===== config.mk =====
export PLATFORM = sky130hd
export DESIGN_NAME = avc_demux
export DESIGN_NICKNAME = d
export VERILOG_FILES = /design/src/rtl/avc_pkg.sv /design/src/rtl/avc_rst_sync.sv /design/src/rtl/avc_pix_pack.sv /design/src/rtl/avc_seq_check.sv /design/src/rtl/avc_demux.sv
export SDC_FILE = /design/constraint.sdc
export NUM_CORES = 1
export LEC_CHECK = 0
export BUFFER_PORTS_ARGS = -buffer_cell sky130_fd_sc_hd__buf_2
export CORE_MARGIN = 4
export CORE_UTILIZATION = 30
export CTS_CLUSTER_SIZE = 20
export DETAILED_ROUTE_END_ITERATION = 10
export GPL_TIMING_DRIVEN = 0
export PLACE_DENSITY = 0.45
export SKIP_CTS_REPAIR_TIMING = 1
export SLEW_MARGIN = 10
export SYNTH_ARGS = -nofsm -noshare
export SYNTH_HDL_FRONTEND = slang
export SYNTH_HIERARCHICAL = 1
export SYNTH_SLANG_ARGS = --single-unit
export TNS_END_PERCENT = 20

===== constraint.sdc =====
create_clock -name clk -period 3.5 [get_ports clk]
set_clock_uncertainty 0.2 [all_clocks]
set_input_delay 0 -clock clk [delete_from_list [all_inputs] [get_ports clk]]
set_output_delay 0 -clock clk [all_outputs]
set_load 0.02 [all_outputs]

===== src/rtl/avc_pkg.sv =====
package avc_pkg;

  localparam int WORD_W   = 32;
  localparam int WORD_B   = WORD_W / 8;
  localparam int PIX_W    = 24;
  localparam int ACC_B    = 6;
  localparam int ACC_W    = ACC_B * 8;
  localparam int LEN_W    = 16;
  localparam int IDX_W    = 8;
  localparam int KIND_W   = 8;

  typedef enum logic [1:0] {
    ST_HDR  = 2'd0,
    ST_VID  = 2'd1,
    ST_ANC  = 2'd2,
    ST_SKIP = 2'd3
  } avc_state_e;

  // header word: length in the top half, index, then kind in the low byte
  typedef struct packed {
    logic [LEN_W-1:0]  len;
    logic [IDX_W-1:0]  idx;
    logic [KIND_W-1:0] kind;
  } avc_hdr_t;

  function automatic logic [WORD_B-1:0] lane_mask(input logic [2:0] nbytes);
    logic [WORD_B-1:0] m;
    for (int i = 0; i < WORD_B; i++) begin
      m[i] = (3'(i) < nbytes);
    end
    return m;
  endfunction

endpackage


===== src/rtl/avc_rst_sync.sv =====
module avc_rst_sync #(
  parameter int STAGES = 2
) (
  input  logic clk,
  input  logic rst_n,
  output logic rst_core_n
);

  logic [STAGES-1:0] chain_q;

  generate
    if (STAGES == 1) begin : g_one
      always_ff @(posedge clk or negedge rst_n) begin
        if (!rst_n) chain_q <= '0;
        else        chain_q <= 1'b1;
      end
    end else begin : g_many
      always_ff @(posedge clk or negedge rst_n) begin
        if (!rst_n) chain_q <= '0;
        else        chain_q <= {chain_q[STAGES-2:0], 1'b1};
      end
    end
  endgenerate

  assign rst_core_n = chain_q[STAGES-1];

endmodule


===== src/rtl/avc_pix_pack.sv =====
module avc_pix_pack
  import avc_pkg::*;
(
  input  logic              clk,
  input  logic              rst_n,
  input  logic              clr,
  input  logic              load,
  input  logic [WORD_W-1:0] word,
  input  logic [2:0]        nb,
  input  logic              pop,
  input  logic              pix3,
  output logic [2:0]        cnt,
  output logic [PIX_W-1:0]  pixel
);

  logic [ACC_W-1:0]  acc_q, acc_d, shifted, ins;
  logic [2:0]        cnt_q, cnt_d, cnt_s;
  logic [WORD_W-1:0] masked;
  logic [WORD_B-1:0] lanes;
  logic              en;

  assign lanes = lane_mask(nb);

  generate
    for (genvar g = 0; g < WORD_B; g++) begin : g_lane
      assign masked[g*8 +: 8] = lanes[g] ? word[g*8 +: 8] : 8'h00;
    end
  endgenerate

  always_comb begin
    if (pop) begin
      shifted = pix3 ? (acc_q >> 24) : (acc_q >> 8);
      cnt_s   = cnt_q - (pix3 ? 3'd3 : 3'd1);
    end else begin
      shifted = acc_q;
      cnt_s   = cnt_q;
    end
    ins = {{(ACC_W-WORD_W){1'b0}}, masked} << {cnt_s, 3'b000};
    if (clr) begin
      acc_d = '0;
      cnt_d = '0;
    end else if (load) begin
      acc_d = shifted | ins;
      cnt_d = cnt_s + nb;
    end else begin
      acc_d = shifted;
      cnt_d = cnt_s;
    end
  end

  assign en = clr | load | pop;

  always_ff @(posedge clk or negedge rst_n) begin
    if (!rst_n) begin
      acc_q <= '0;
      cnt_q <= '0;
    end else if (en) begin
      acc_q <= acc_d;
      cnt_q <= cnt_d;
    end
  end

  assign cnt   = cnt_q;
  assign pixel = pix3 ? acc_q[23:0] : {16'h0000, acc_q[7:0]};

endmodule


===== src/rtl/avc_seq_check.sv =====
module avc_seq_check
  import avc_pkg::*;
(
  input  logic             clk,
  input  logic             rst_n,
  input  logic             hdr_fire,
  input  logic [IDX_W-1:0] idx,
  input  logic             kind_bad,
  output logic             err_kind,
  output logic             err_seq
);

  logic             seen_q, seen_d;
  logic [IDX_W-1:0] prev_q, prev_d;
  logic             ek_q, ek_d, es_q, es_d;

  always_comb begin
    seen_d = seen_q;
    prev_d = prev_q;
    ek_d   = ek_q;
    es_d   = es_q;
    if (hdr_fire) begin
      seen_d = 1'b1;
      prev_d = idx;
      if (seen_q && (idx != prev_q + 1'b1)) es_d = 1'b1;
      if (kind_bad) ek_d = 1'b1;
    end
  end

  always_ff @(posedge clk or negedge rst_n) begin
    if (!rst_n) begin
      seen_q <= 1'b0;
      prev_q <= '0;
      ek_q   <= 1'b0;
      es_q   <= 1'b0;
    end else if (hdr_fire) begin
      seen_q <= seen_d;
      prev_q <= prev_d;
      ek_q   <= ek_d;
      es_q   <= es_d;
    end
  end

  assign err_kind = ek_q;
  assign err_seq  = es_q;

endmodule


===== src/rtl/avc_demux.sv =====
module avc_demux
  import avc_pkg::*;
#(
  parameter logic [7:0] KIND_VIDEO  = 8'h01,
  parameter logic [7:0] KIND_ANC    = 8'h02,
  parameter int         SYNC_STAGES = 2
) (
  input  logic        clk,
  input  logic        rst_n,
  input  logic        cfg_pix3,
  input  logic        in_valid,
  output logic        in_ready,
  input  logic [31:0] in_data,
  output logic        vid_valid,
  input  logic        vid_ready,
  output logic [23:0] vid_pixel,
  output logic        vid_last,
  output logic        anc_valid,
  input  logic        anc_ready,
  output logic [31:0] anc_data,
  output logic [3:0]  anc_be,
  output logic        anc_last,
  output logic        err_kind,
  output logic        err_seq
);

  localparam int PAD_B = LEN_W - 3;

  logic             rst_core_n;
  avc_state_e       state_q, state_d;
  logic [LEN_W-1:0] in_left_q, in_left_d;
  logic [LEN_W-1:0] out_left_q, out_left_d;
  logic             pix3_q, pix3_d;
  avc_hdr_t         hdr;
  logic [2:0]       nb, pb, pb_new, cnt, cnt_after;
  logic [LEN_W-1:0] nb_w, pb_w, pb2_w;
  logic             in_fire, vid_fire, word_last, hdr_fire, kind_bad;
  logic             pack_load, pack_clr;
  logic             en;

  avc_rst_sync #(.STAGES(SYNC_STAGES)) u_rst (
    .clk        (clk),
    .rst_n      (rst_n),
    .rst_core_n (rst_core_n)
  );

  assign hdr       = avc_hdr_t'(in_data);
  assign nb        = (in_left_q >= LEN_W'(WORD_B)) ? 3'(WORD_B) : in_left_q[2:0];
  assign nb_w      = {{PAD_B{1'b0}}, nb};
  assign pb        = pix3_q   ? 3'd3 : 3'd1;
  assign pb_new    = cfg_pix3 ? 3'd3 : 3'd1;
  assign pb_w      = {{PAD_B{1'b0}}, pb};
  assign pb2_w     = {{(PAD_B-1){1'b0}}, pb, 1'b0};
  assign word_last = (in_left_q <= LEN_W'(WORD_B));

  // handshakes and output decode
  always_comb begin
    vid_valid = (state_q == ST_VID) && (cnt >= pb);
    vid_fire  = vid_valid && vid_ready;
    vid_last  = vid_valid && (out_left_q < pb2_w);
    cnt_after = vid_fire ? (cnt - pb) : cnt;
    unique case (state_q)
      ST_HDR:  in_ready = 1'b1;
      ST_SKIP: in_ready = 1'b1;
      ST_ANC:  in_ready = anc_ready;
      ST_VID:  in_ready = (in_left_q != '0) && (cnt_after <= 3'd2);
      default: in_ready = 1'b0;
    endcase
    in_fire   = in_valid && in_ready;
    anc_valid = (state_q == ST_ANC) && in_valid;
    anc_data  = in_data;
    anc_be    = lane_mask(nb);
    anc_last  = anc_valid && word_last;
  end

  assign hdr_fire  = (state_q == ST_HDR) && in_fire;
  assign kind_bad  = (hdr.kind != KIND_VIDEO) && (hdr.kind != KIND_ANC);
  assign pack_load = (state_q == ST_VID) && in_fire;
  assign pack_clr  = vid_fire && vid_last;

  // next-state logic
  always_comb begin
    state_d    = state_q;
    in_left_d  = in_left_q;
    out_left_d = out_left_q;
    pix3_d     = pix3_q;
    unique case (state_q)
      ST_HDR: begin
        if (in_fire) begin
          in_left_d  = hdr.len;
          out_left_d = hdr.len;
          pix3_d     = cfg_pix3;
          if (hdr.len == '0)
            state_d = ST_HDR;
          else if (hdr.kind == KIND_VIDEO)
            state_d = (hdr.len >= {{PAD_B{1'b0}}, pb_new}) ? ST_VID : ST_SKIP;
          else if (hdr.kind == KIND_ANC)
            state_d = ST_ANC;
          else
            state_d = ST_SKIP;
        end
      end
      ST_VID: begin
        if (in_fire)  in_left_d  = in_left_q - nb_w;
        if (vid_fire) out_left_d = out_left_q - pb_w;
        if (vid_fire && vid_last)
          state_d = (in_left_d == '0) ? ST_HDR : ST_SKIP;
      end
      ST_ANC, ST_SKIP: begin
        if (in_fire) begin
          in_left_d = in_left_q - nb_w;
          if (word_last) state_d = ST_HDR;
        end
      end
      default: state_d = ST_HDR;
    endcase
  end

  assign en = in_fire || vid_fire;

  always_ff @(posedge clk or negedge rst_core_n) begin
    if (!rst_core_n) begin
      state_q    <= ST_HDR;
      in_left_q  <= '0;
      out_left_q <= '0;
      pix3_q     <= 1'b0;
    end else if (en) begin
      state_q    <= state_d;
      in_left_q  <= in_left_d;
      out_left_q <= out_left_d;
      pix3_q     <= pix3_d;
    end
  end

  avc_pix_pack u_pack (
    .clk   (clk),
    .rst_n (rst_core_n),
    .clr   (pack_clr),
    .load  (pack_load),
    .word  (in_data),
    .nb    (nb),
    .pop   (vid_fire),
    .pix3  (pix3_q),
    .cnt   (cnt),
    .pixel (vid_pixel)
  );

  avc_seq_check u_seq (
    .clk      (clk),
    .rst_n    (rst_core_n),
    .hdr_fire (hdr_fire),
    .idx      (hdr.idx),
    .kind_bad (kind_bad),
    .err_kind (err_kind),
    .err_seq  (err_seq)
  );

endmodule


* Yosys cells after proc, flatten, opt, wreduce, memory -nomap -nowiden
Index checks and enable logic that the tools add are counted.
** Word-level totals
- Bits in registers :: 99
- Output and inout port bits :: 67
- Logic and storage cells :: 101
** Cells by class
- $add $sub $neg :: 5
- $lt $le $gt $ge :: 10
- Equality and inequality tests :: 13
- Shift operators :: 1
- Mux-type cells :: 32
- Bitwise logic cells :: 3
- Reductions and logical operators :: 26
** Operator list (count)
- $mux 48 :: 3
- $mux 16 :: 4
- $or 48x48->48 :: 1
- $pmux 16 s3 :: 1
- $shl 32x6->48 :: 1
- $mux 40 :: 1
- $logic_not 16->1 :: 2
- $mux 8 :: 4
- $pmux 16 s2 :: 1
- $sub 16x3->16 :: 2
- $mux 24 :: 1
- $mux 2 :: 10
- $ge 16x2->1 :: 1
- $ge 16x3->1 const B :: 1
- $le 16x3->1 const B :: 1
- $lt 16x4->1 :: 1
- $reduce_bool 16->1 :: 1
- $logic_and 1x1->1 :: 12
- $mux 3 :: 4
- $add 8x1->8 const B :: 1
- $eq 8x1->1 const B :: 1
- $eq 8x2->1 const B :: 1
- $ne 8x1->1 const B :: 1
- $ne 8x2->1 const B :: 1
- other kinds (23) :: 33

* Longest topological paths before layout
Gate-level depths: netlist (run 1).
- Depth after elaboration :: 15
- Gate-level depth with buffers :: 17
- Mapped depth without buffers :: 16

* Hierarchy
The synthesis (run 1) kept the hierarchy.
** By module, submodules not included
- avc_pix_pack :: times used 1, cells an instance 445, area an instance 3657.3 sq um
- avc_demux :: times used 1, cells an instance 400, area an instance 3091.7 sq um
- avc_seq_check :: times used 1, cells an instance 56, area an instance 640.6 sq um
- avc_rst_sync :: times used 1, cells an instance 3, area an instance 53.8 sq um

* Worst setup path after synthesis (run 1)
OpenSTA, ideal clock, no wires.
- Path kind :: flip-flop to flip-flop
- Start :: reg pix3_q
- End :: reg u_pack.cnt_q[2], in the netlist u_pack/cnt[2]
- Setup time :: 132 ps
- Arrival time :: 3530 ps
- Required time :: 3168 ps
- Setup slack :: -362 ps
- Stages on the path, launching flop included :: 18
- Period minus slack after synthesis :: 3862 ps
- Cells stage by stage :: dfrtp_1 > inv_1 > ha_1 > ha_1 > or3_1 > a21oi_1 > nor2_1 > nand2_1 > inv_1 > xnor2_4 > inv_4 > buf_4 > ha_1 > fa_1 > xor2_1 > nand2_1 > xnor2_1 > nor2_1
** Between the ends
- Cells in the longest elaborated chain, start to end :: 12
- Elaborated cells on any way between the ends :: 19
- Those cells by class :: add/sub: 2; order compare: 3; mux: 5; bitwise: 2; reduce/logical: 7
** Ends and longest elaborated chain
- start, declared :: line avc_demux.sv:33 : logic pix3_q, pix3_d;
- start signal, assigned :: line avc_demux.sv:131 : pix3_q <= pix3_d;
- $mux 2 * :: line avc_demux.sv:50 : assign pb = pix3_q ? 3'd3 : 3'd1;
- $ge 3x3->1 * :: line avc_demux.sv:58 : vid_valid = (state_q == ST_VID) && (cnt >= pb);
- $logic_and 1x1->1 * :: line avc_demux.sv:58
- via vid_valid :: line avc_demux.sv:14 : output logic vid_valid,
- $logic_and 1x1->1 * :: line avc_demux.sv:59 : vid_fire = vid_valid && vid_ready;
- via vid_fire :: line avc_demux.sv:37 : logic in_fire, vid_fire, word_last, hdr_fire, kind_bad;
- $mux 3 :: line avc_demux.sv:61 : cnt_after = vid_fire ? (cnt - pb) : cnt;
- $le 3x2->1 :: line avc_demux.sv:66 : ST_VID: in_ready = (in_left_q != '0) && (cnt_after <= 3'd2);
- $logic_and 1x1->1 :: line avc_demux.sv:66
- $pmux 1 s3 :: line avc_demux.sv:62 : unique case (state_q)
- $logic_and 1x1->1 :: line avc_demux.sv:69 : in_fire = in_valid && in_ready;
- $logic_and 1x1->1 :: line avc_demux.sv:78 : assign pack_load = (state_q == ST_VID) && in_fire;
- $mux 3 / $or 1x1->1 (equally long branches) :: line avc_pix_pack.sv:42, avc_pix_pack.sv:51
- $mux 3 / $or 1x1->1 (equally long branches) :: line avc_pix_pack.sv:39, avc_pix_pack.sv:51
- end signal, assigned :: line avc_pix_pack.sv:59 : cnt_q <= cnt_d;
- end, declared :: line avc_pix_pack.sv:17 : logic [2:0] cnt_q, cnt_d, cnt_s;
The timed path passes the listed nets; every way through them passes the cells marked *.
A chain may end at the register's enable or synchronous reset.

* Worst setup path after layout (run 1)
- Start :: reg u_pack.cnt_q[1], in the netlist u_pack/cnt[1]
- End :: reg u_pack.cnt_q[2], in the netlist u_pack/cnt[2]
** Between the ends
- Cells in the longest elaborated chain, start to end :: 11
- Elaborated cells on any way between the ends :: 17
- Those cells by class :: add/sub: 2; order compare: 2; mux: 4; bitwise: 2; reduce/logical: 7
** Ends and longest elaborated chain (line)
- $ge 3x3->1 * :: avc_demux.sv:58
- $logic_and 1x1->1 * :: avc_demux.sv:58
- $logic_and 1x1->1 * :: avc_demux.sv:59
- via vid_fire :: avc_demux.sv:37
- $mux 3 :: avc_demux.sv:61
- $le 3x2->1 :: avc_demux.sv:66
- $logic_and 1x1->1 :: avc_demux.sv:66
- $pmux 1 s3 :: avc_demux.sv:62
- $logic_and 1x1->1 :: avc_demux.sv:69
- $logic_and 1x1->1 :: avc_demux.sv:78
- $mux 3 / $or 1x1->1 (equally long branches) :: avc_pix_pack.sv:42, avc_pix_pack.sv:51
- $mux 3 / $or 1x1->1 (equally long branches) :: avc_pix_pack.sv:39, avc_pix_pack.sv:51
Marks and branches as above.

==> results.ini, run 1 <==
[drt]
drt_iter0_markers = 581
vias_per_cell = 5.29
first_pass_iters = 5
routed_wl_um = 27800
vias = 7448
ant_nets = 0
drc = 0
wl_per_cell_um = 19.7

[clocking]
clock_path_buffers = 2
clkTransAtPathRegs_ps = 80
cts_tree = done
cts_buffers = 9
ctsHtreeMaxLevel = 3
cts-root-buf = clkbuf_16
clkLatencyLatePin_ps = 360
cts.sinks = 99

[critical_path]
cp_data_arrival_time_ps = 3590
worst-r2r-setup-slack_ps = -20
cp.required_ps = 3580
reg2regPathDepth = 16
startpoint_type = flop
end_kind = flop
crit_fanout = 8
reg2reg_to = u_pack/cnt[2]
r2r_start = u_pack/cnt[1]
path_class = flop to flop

[pwr]
comb_power_share = 0.631
powerDensity_mw_per_mm2 = 944
p_leak_uw = 0.00400
switching_share = 0.493
pwr-share-seq = 0.249
p_clk_frac = 0.120
internal-power_uw = 4570
power.net_switching_uw = 4450
ir_worst_vdd_uv = 254

[die]
rows = 57
start_util = 0.305
die_h_um = 166
die_area_mm2 = 0.0274
die_w_um = 166
core_mm2 = 0.0244
ioPinCount = 105

[timing]
rsz0062_at_grt = true
slew_viol_final = 0
finalSetupViolCount = 1
max_slew_margin = 0.330
period_share = 1.01
timing.fmax_mhz = 284
hold_viol_final = 0
fin_crit_ps = 3520
fin_tns_setup_ps = -18.7
tightestPinTransition_ps = 999
fin_ws_ps = -18.7

[layout]
area_growth_pct = 28.4
final_cell_area_mm2 = 0.00956
final_nets = 1136
fill_cells = 2570
antenna_cells = 0
fin_util = 0.392
layout-drive-gt1-share = 0.262

[placed_design]
io_buffers = 104
dp_hpwl_um = 20900
placed_cell_area_mm2 = 0.00848
routabilityCongestion = 0.875

[flow_run]
cap_violations = 0

[global_routing]
met1_usage = 0.282
use_met2 = 0.331
grt_overflow = 0
grt_antenna_before_repair = 0
grt_use_met3 = 0.0204
grt_max_degree = 44
track_usage = 0.200
grt-busiest-layer = met2
grt_pass1_wl_um = 42100
grt_pass1_vias = 6929

[yosys]
synth_warnings = 6
ys_types = 77
async_reset_ff_frac = 1.00
synth_edf_count = 0
synthesis.area_mm2 = 0.00744
yosysSeqAreaShare = 0.333
synth-main-ff-cell = dfrtp_1
syn-num-nets = 959
synth-seq-cells = 99
synthCells = 904
syn-mean-instance-area_um2 = 8.23

[run_status]
status = complete, but fails checks
violations = setup timing

[hold_path]
hold_path.class = flop to async pin

==> final cells by class <==
class / count / area (um^2) / area share
clock inverters: 6 / 81.3 / 0.00851
well taps: 324 / 405 / 0.0424
multi-input cells: 689 / 4530 / 0.474
clock buffers: 9 / 225 / 0.0236
inverters: 21 / 91.3 / 0.00956
repair buffers: 168 / 1130 / 0.118
plain buffers: 93 / 602 / 0.0630
flip-flops and latches: 99 / 2490 / 0.260
==> sequential cells by signal, summed over array words and instances (netlist names), 2 cells and up <==
register       cells
u_pack/cnt         3
state_q            2
out_left_q        16
u_pack/acc_q      48
u_seq/prev_q       8
in_left_q         16
u_rst/chain_q      2
==> critical path: stages (launching register included) <==
cell     delay [ps]
dfrtp_2         440
ha_4            260
ha_4            150
or3_4           410
a21oi_4         180
nor2_4           60
nand2_4         100
inv_6            50
xnor2_4         290
inv_4           100
buf_8           150
ha_4            150
fa_2            330
xor2_1          190
nand2_1          90
xnor2_1         130
nor2_1          150
==> stage by stage <==
stage               setup WS [ps]  instances  total power, uW  hold slack (ps)
floorplan                    14.5        904             5850             -496
global placement            -1380       1332             7370             -414
detailed placement           -800       1334             7350             -411
CTS                          -809       1349             8470             -796
global route                 -107       1409             9740             43.1
finish                      -18.7       1409             9030             16.1
==> Yosys cell counts (all sizes together) (3+ instances only) <==
cell type    n  area share
fa           4       0.011
and2        21       0.018
nor3        14      0.0094
o2bb2ai     10       0.012
a22o        11       0.013
o22ai       28       0.024
mux2         8       0.012
clkbuf      30       0.015
or2          4      0.0034
dfrtp       99        0.33
a22oi       16       0.016
nor2        56       0.030
nor2b       21       0.018
mux2i       30       0.040
nand4        8      0.0067
nor3b        4      0.0055
a32o         5      0.0067
buf         65       0.062
nand2b      10      0.0084
ha          13       0.022
and3        10      0.0084
xnor2        9       0.013
or3          5      0.0042
a311oi       6      0.0079
a21oi      107       0.072
nand2       87       0.044
o32ai        7      0.0082
a21o         5      0.0050
a31oi        4      0.0034
o211ai       3      0.0030
o21ai       81       0.054
inv         21       0.011
nor4        15       0.015
xor2         8       0.012
and4         3      0.0035
nand3       39       0.026
a211oi       9      0.0091
==> cells in the final DEF (no fill, tap or decap), types with 5 or more instances in the layout <==
| cell | count |
|---|---|
| nor3_1 | 12 |
| buf_4 | 69 |
| a211oi_1 | 8 |
| a22oi_1 | 12 |
| a22o_1 | 11 |
| nand2_1 | 84 |
| o22ai_1 | 28 |
| buf_2 | 116 |
| a311oi_2 | 6 |
| buf_6 | 8 |
| a32o_1 | 5 |
| a21oi_1 | 100 |
| and2_1 | 20 |
| dfrtp_1 | 94 |
| o21ai_0 | 60 |
| inv_1 | 17 |
| clkbuf_1 | 23 |
| mux2_1 | 6 |
| dlygate4sd3_1 | 35 |
| xor2_1 | 7 |
| a21oi_2 | 6 |
| ha_1 | 10 |
| nand2b_1 | 8 |
| clkbuf_16 | 9 |
| o32ai_1 | 7 |
| nor2b_1 | 21 |
| nor2_1 | 50 |
| o21ai_1 | 20 |
| nand4_1 | 8 |
| o2bb2ai_1 | 10 |
| nand3_1 | 39 |
| nor4_1 | 12 |
| mux2i_1 | 29 |
| xnor2_1 | 8 |
| and3_1 | 10 |
==> kinds of logic (layout without fill, tap and decap cells) <==
group	after synthesis	after routing	share of synthesized area
DFF	99	99	0.333
and+or+nand+nor	303	303	0.208
adders and majority gates	17	17	0.0326
AOI/OAI and AO/OA	312	312	0.260
muxes	38	38	0.0524
other	2	2	0.00101
xor gates and xnor gates	17	17	0.0250
buffers and inverters	116	297	0.0881
==> power by group through the flow <==
stage	clock network [uW]	logic [uW]	registers, uW
6_report	1080	5700	2250
3_5_place_dp	0	5100	2250
3_3_place_gp	0	5090	2280
2_1_floorplan	0	3750	2090
5_1_grt	1160	6260	2320
4_1_cts	1110	5120	2240
==> worst max path at each step <==
| stage | startpoint | endpoint | cells past startpoint |
|---|---|---|---|
| 6_report | u_pack/cnt[1] | u_pack/cnt[2] | 16 |
| 5_1_grt | pix3_q | u_pack/cnt[2] | 17 |
| 4_1_cts | u_pack/cnt[0] | u_pack/acc_q[21] | 15 |
| 3_5_place_dp | pix3_q | u_pack/acc_q[21] | 16 |
| 3_3_place_gp | u_rst/chain_q[1] | out_left_q[10] | 0 |
| 2_1_floorplan | pix3_q | u_pack/cnt[2] | 17 |
==> per-layer routing <==
metal | wire length (um) | vias up
li1 | - | 3627
met1 | 13000 | 3610
met2 | 13300 | 185
met3 | 955 | 26
met4 | 497 | 0
met5 | 0 | -
Power figures use the tool's default switching activity.
==> run 2, diff against run 1 <==
Settings changed: TNS_END_PERCENT 20 to unset.
==> results.ini, run 2 (synthesis results as in run 1) <==
[critical_path]
path_class = flop to flop
crit_chain = ha_4, ha_4, or3_4, a21oi_4, nor2_4, nand2_4, inv_6, xnor2_4, inv_4, buf_8, ha_4, fa_2, xor2_1, nand2_1, xnor2_1, nor2_1
crit_path_top_delay_cell = dfrtp_2
crit_family = adder cells
cp.buffers_inverters = 3  ; unchanged
max_stage_delay_ps = 440  ; about the same
r2r_start = u_pack/cnt[1]
cp_data_arrival_time_ps = 3560  ; -30 ps
critPathMostFrequentCell = ha_4
startpoint = u_pack/cnt[1]
crit_fanout = 8  ; unchanged
startpoint_type = flop
end_kind = flop
cp.required_ps = 3580  ; about the same

[placed_design]
placed_cells = 1334  ; unchanged
dp_slack_ps = -800  ; unchanged
dp_hpwl_um = 20900  ; unchanged
io_buffers = 104  ; unchanged
routabilityCongestion = 0.875  ; unchanged

[drt]
drc = 0  ; unchanged
first_pass_iters = 5  ; unchanged
drt_iter0_markers = 547  ; -5.9%
vias = 7466  ; +0.24%
routed_wl_um = 27700  ; -0.26%
wl_per_cell_um = 19.7  ; -0.33%
vias_per_cell = 5.30  ; +0.17%
ant_nets = 0  ; unchanged

[timing]
timing.fmax_mhz = 287  ; +0.89%
hold_viol_final = 0  ; unchanged
rsz0062_at_grt = true
max_slew_margin = 0.330  ; about the same
tightestPinTransition_ps = 999  ; +0.0595 ps
fin_crit_ps = 3490  ; -31.0 ps
fin_ws_ps = 12.2  ; +31.0 ps
finalSetupViolCount = 0  ; -1
fin_tns_setup_ps = 0  ; +18.7 ps
period_share = 0.997  ; -0.00884
slew_viol_final = 0  ; unchanged

[pwr]
p_clk_frac = 0.120  ; about the same
switching_share = 0.493  ; -0.000901
internal-power_uw = 4570  ; about the same
comb_power_share = 0.631  ; about the same
p_leak_uw = 0.00401  ; +0.16%
power.net_switching_uw = 4440  ; -0.31%
pwr-share-seq = 0.249  ; about the same
powerDensity_mw_per_mm2 = 942  ; -0.22%
ir_worst_vdd_uv = 255  ; +0.14%

[flow_run]
cap_violations = 0  ; unchanged

[layout]
layout_commonest_cell = buf_2
top_register = u_pack/acc_q
largest_reg_flops = 48  ; unchanged
area_growth_pct = 28.5  ; about the same
regArea_mm2 = 0.00249  ; unchanged
final_cell_mix = buf_2 (116), a21oi_1 (100), dfrtp_1 (94)
final_nets = 1137  ; +0.088%
antenna_cells = 0  ; unchanged
fill_cells = 2571  ; +0.039%
multiInputGateArea_mm2 = 0.00453  ; about the same
layout-drive-gt1-share = 0.262  ; +0.000680
final_cells = 1410  ; +0.071%
fin_util = 0.392  ; about the same
top_regs = u_pack/acc_q x48, in_left_q x16, out_left_q x16

[clocking]
clkTransAtPathRegs_ps = 80  ; about the same
cts_tree = done
cts-root-buf = clkbuf_16
ctsHtreeMaxLevel = 3  ; unchanged
clkLatencyLatePin_ps = 360  ; about the same
clock_path_buffers = 2  ; unchanged
cts.sinks = 99  ; unchanged
cts_buffers = 9  ; unchanged

[global_routing]
grt_pass1_vias = 6929  ; unchanged
grt_overflow = 0  ; unchanged
grt_pass1_wl_um = 42100  ; unchanged
grt_max_degree = 44  ; unchanged
track_usage = 0.200  ; unchanged
grt_antenna_before_repair = 0  ; unchanged

[hold_path]
hold_path.class = flop to async pin

[die]
die_w_um = 166  ; unchanged
die_area_mm2 = 0.0274  ; unchanged
rows = 57  ; unchanged
start_util = 0.305  ; unchanged
ioPinCount = 105  ; unchanged
die_h_um = 166  ; unchanged
core_mm2 = 0.0244  ; unchanged

[run_status]
status = finished clean

==> run 2: final timing paths <==
kind	slack, ps	endpoint	depth (start not counted)
max	10	u_pack/cnt[2]	16
min	20	u_pack/acc_q[0]	0
max reg2reg	10	u_pack/cnt[2]	16
min reg2reg	20	u_pack/acc_q[0]	0
max in group asynchronous	2300	out_left_q[3]	2
min in group clk	130	state_q[0]	5
==> run 2: cell type report <==
class / instances / area share
clock buffers: 9 / 0.0235
clock inverters: 6 / 0.00850
flip-flops and latches: 99 / 0.260
plain buffers: 93 / 0.0633
well taps: 324 / 0.0424
multi-input cells: 689 / 0.474
repair buffers: 169 / 0.119
inverters: 21 / 0.00955
==> run 2: through the flow <==
stage / hold WS, ps / power [uW] / cell area (um^2)
2_1_floorplan: -496 / 5850 / 7490
3_3_place_gp: -414 / 7370 / 8420
3_5_place_dp: -411 / 7350 / 8480
4_1_cts: -796 / 8470 / 8780
5_1_grt: 43.1 / 9750 / 9570
6_report: 15.5 / 9010 / 9570
==> run 2: power groups by stage <==
stage	Combinational [uW]	Sequential, uW	Clock (uW)
final	5690	2240	1080
after global routing	6260	2320	1160
after CTS	5120	2240	1110
after detailed placement	5100	2250	0
after global placement	5090	2280	0
after floorplan	3750	2090	0
==> run 2: layer usage <==
metal	share of wire	wire, um	track usage	vias to the layer above
met5	0	0	0	-
met4	0.017	465	0.0502	0
met3	0.037	1020	0.0204	28
met2	0.48	13400	0.331	173
met1	0.46	12800	0.282	3636
li1	-	-	-	3629
==> run 2: worst reg2reg max path: cells and delay by family, from the launching register on <==
kind | cells | cell delay (ps)
xor+xnor | 3 | 590
buf+inv | 3 | 300
fa+ha+maj | 4 | 900
simple gates | 5 | 810
flops | 1 | 440
compound gates | 1 | 180
==> run 3, diff against run 2 <==
--- a/config.mk
+++ b/config.mk
@@ -7,2 +7,3 @@
 export LEC_CHECK = 0
+export ABC_AREA = 1
 export BUFFER_PORTS_ARGS = -buffer_cell sky130_fd_sc_hd__buf_2
--- a/constraint.sdc
+++ b/constraint.sdc
@@ -4,2 +4,2 @@
 set_output_delay 0 -clock clk [all_outputs]
-set_load 0.02 [all_outputs]
+set_load 0.01 [all_outputs]
==> results.ini, run 3 <==
[run_status]
status = complete, but fails checks
violations = hold timing

[yosys]
syn-mean-instance-area_um2 = 6.55  ; -21%
synth-simple-area-share = 0.336  ; +0.128
yosysSeqAreaShare = 0.304  ; -0.0284
synth_top_family_by_area = simple AND/OR/NAND/NOR gates
synthAdderAreaFrac = 0.0298  ; -0.00278
synth_compound_area_frac = 0.177  ; -0.0832
synth_common_cells = nand2_1 (340), inv_1 (125), nand3_1 (121)
synth_edf_count = 0  ; unchanged
syn-num-nets = 1298  ; +35%
synthesis.area_mm2 = 0.00814  ; +9.3%
synth_warnings = 6  ; unchanged
synth_area_leaders = dfrtp_1 (30%), nand2_1 (16%), nand3_1 (7.4%)
muxShareOfSynthArea = 0  ; -0.0524
yosysMostFrequentCell = nand2_1
synthCells = 1243  ; +38%
async_reset_ff_frac = 1.00  ; unchanged
synth.top_cell.area_share = 0.304  ; -0.0284
synth-seq-cells = 99  ; unchanged
synth_xor_area_frac = 0.00969  ; -0.0154
ys_types = 54  ; -30%
synth_top_area_cell = dfrtp_1
synth-main-ff-cell = dfrtp_1

[pwr]
p_leak_uw = 0.00500  ; +25%
comb_power_share = 0.634  ; +0.003
p_clk_frac = 0.126  ; +0.006
powerDensity_mw_per_mm2 = 916  ; -2.8%
internal-power_uw = 4440  ; -2.9%
pwr-share-seq = 0.240  ; -0.009
total_power_uw = 9180  ; +1.9%
power.net_switching_uw = 4740  ; +6.8%
ir_worst_vdd_uv = 305  ; +20%
switching_share = 0.516  ; +0.0238

[drt]
vias = 8604  ; +15%
highest_layer = met4
vias_per_cell = 4.92  ; -7.1%
met2WireLength_um = 13700  ; +2.6%
dr_wl_met3_um = 1100  ; +7.9%
routed_wl_um = 30800  ; +11%
wl_per_cell_um = 17.6  ; -11%
first_pass_iters = 5  ; unchanged
m1WireLength_um = 15200  ; +18%
ant_nets = 0  ; unchanged
drt_iter0_markers = 689  ; +26%
drc = 0  ; unchanged

[die]
start_util = 0.304  ; -0.00158
die_w_um = 173  ; +4.3%
die_h_um = 173  ; +4.3%
rows = 60  ; +5.3%
core_mm2 = 0.0268  ; +9.9%
ioPinCount = 105  ; unchanged
die_area_mm2 = 0.0298  ; +8.9%

[critical_path]
max_stage_delay_ps = 510  ; +70 ps
crit_path_top_delay_cell = a2111oi_0
end_kind = flop
cp_data_arrival_time_ps = 3380  ; -180 ps
path_class = flop to flop
crit_fanout = 9  ; +1
cp.buffers_inverters = 3  ; unchanged
crit_family = simple AND/OR/NAND/NOR gates
cp.required_ps = 3550  ; -30 ps
critPathMostFrequentCell = nor2_1
crit_chain = clkinvlp_4, buf_4, ha_1, a2111oi_0, nand4_1, nor2_1, clkbuf_2, nor2_1, nand2_1, a21oi_1, a21o_1
startpoint_type = flop
worst-r2r-setup-slack_ps = 170  ; +160 ps

[layout]
top_register = u_pack/acc_q
area_growth_pct = 23.2
antenna_cells = 0  ; unchanged
layout-drive-gt1-share = 0.193  ; -0.0694
layout_commonest_cell = nand2_1
final_cell_area_mm2 = 0.0100  ; +4.8%
final_cell_mix = nand2_1 (338), inv_1 (122), nand3_1 (120)
fill_cells = 2938  ; +14%
largest_reg_flops = 48  ; unchanged
final_nets = 1459  ; +28%
top_regs = u_pack/acc_q x48, in_left_q x16, out_left_q x16

[global_routing]
grt_pass1_vias = 7805  ; +13%
grt_antenna_before_repair = 0  ; unchanged
grt_max_degree = 48  ; +9.1%
grt_overflow = 0  ; unchanged
grt_pass1_wl_um = 46200  ; +9.8%
track_usage = 0.196  ; -0.00455

[placed_design]
io_buffers = 104  ; unchanged
placed_cell_area_mm2 = 0.00914  ; +7.8%
dp_hpwl_um = 23900  ; +14%
routabilityCongestion = 0.881  ; +0.66%

[clocking]
clkTransAtPathRegs_ps = 80  ; about the same
cts_tree = done
cts.sinks = 99  ; unchanged
ctsHtreeMaxLevel = 3  ; unchanged
cts-root-buf = clkbuf_16
cts_buffers = 9  ; unchanged
clock_path_buffers = 2  ; unchanged
clkLatencyLatePin_ps = 370  ; about the same

[hold_path]
hold_path.class = input port to flop

[flow_run]
cap_violations = 0  ; unchanged

[timing]
timing.fmax_mhz = 300  ; +4.7%
tightestPinTransition_ps = 704  ; -296 ps
finalSetupViolCount = 0  ; unchanged
fin_crit_ps = 3330  ; -157 ps
rsz0062_at_grt = true
hold_ws_ps = -56.2  ; -71.7 ps
period_share = 0.952  ; -0.0449
max_slew_margin = 0.529  ; +0.199
hold_viol_final = 5  ; +5
slew_viol_final = 0  ; unchanged

-- run 3: changes by cell type after synthesis, moves of 20 or more --
cell     delta
mux2i_1    -30
inv_1     +106
nand2_1   +254
nor2_1     +51
o21ai_0    +53
nor2b_1    -21
nand3_1    +82
a21oi_1    -28
and2_1     -20
-- run 3: metrics by stage --
step	setup TNS [ps]	std cells	hold slack, ps	util	setup slack [ps]
2_1_floorplan	0	1243	-496	-	189
3_3_place_gp	-166920	1688	-414	0.339	-1440
3_5_place_dp	-27560	1690	-414	0.341	-718
4_1_cts	-29870	1706	-818	0.353	-759
5_1_grt	-24.9	1750	4.97	0.374	-16.2
6_report	0	1750	-56.2	0.374	170
-- run 3: worst register-to-register path, cell delays in order (launching register included) --
cell,delay [ps]
dfrtp_2,440
clkinvlp_4,150
buf_4,170
ha_1,260
a2111oi_0,510
nand4_1,310
nor2_1,230
clkbuf_2,310
nor2_1,180
nand2_1,190
a21oi_1,90
a21o_1,170
-- run 3: path summary, 6_finish.rpt --
kind / from / end / cells past startpoint
hold / removal: in_data[6] / u_pack/acc_q[6] / 5
min in group asynchronous: u_rst/chain_q[1] / u_seq/prev_q[5] / 0
max in group asynchronous: u_rst/chain_q[1] / u_pack/acc_q[9] / 2
setup / recovery: pix3_q / u_pack/acc_q[45] / 11
setup reg to reg: pix3_q / u_pack/acc_q[45] / 11
hold reg to reg: u_rst/chain_q[1] / u_seq/prev_q[5] / 0
-- run 3: area by class of cell --
type	instances	area, um^2	share of cell area
Multi-Input combinational cell	909	4610	0.460
Clock buffer	10	229	0.0228
Timing Repair Buffer	151	986	0.0984
Tap cell	341	427	0.0426
Sequential cell	99	2480	0.248
Clock inverter	6	96.3	0.00961
Inverter	131	513	0.0512
Buffer	103	681	0.0679
-- run 3: power by group through the flow --
| stage | logic (uW) | clock network, uW | registers [uW] |
|---|---|---|---|
| finish | 5820 | 1150 | 2210 |
| global route | 6470 | 1220 | 2290 |
| CTS | 5480 | 1190 | 2200 |
| detailed placement | 5460 | 0 | 2220 |
| global placement | 5440 | 0 | 2250 |
| floorplan | 3960 | 0 | 2080 |
-- run 3: cell families after synthesis --
kind of cell / count (synthesis)
adder cells (fa/ha/maj): 17
XOR/XNOR: 9
buffers and inverters: 235
flip-flops: 99
other: 2
AND/OR/NAND/NOR: 625
AO/OA/AOI/OAI: 256
-- run 3: metal layers --
metal  vias up  global-route usage
met5         -                   0
met4         0              0.0688
met3        33              0.0181
met2       212               0.299
met1      4014               0.290
li1       4345                   -
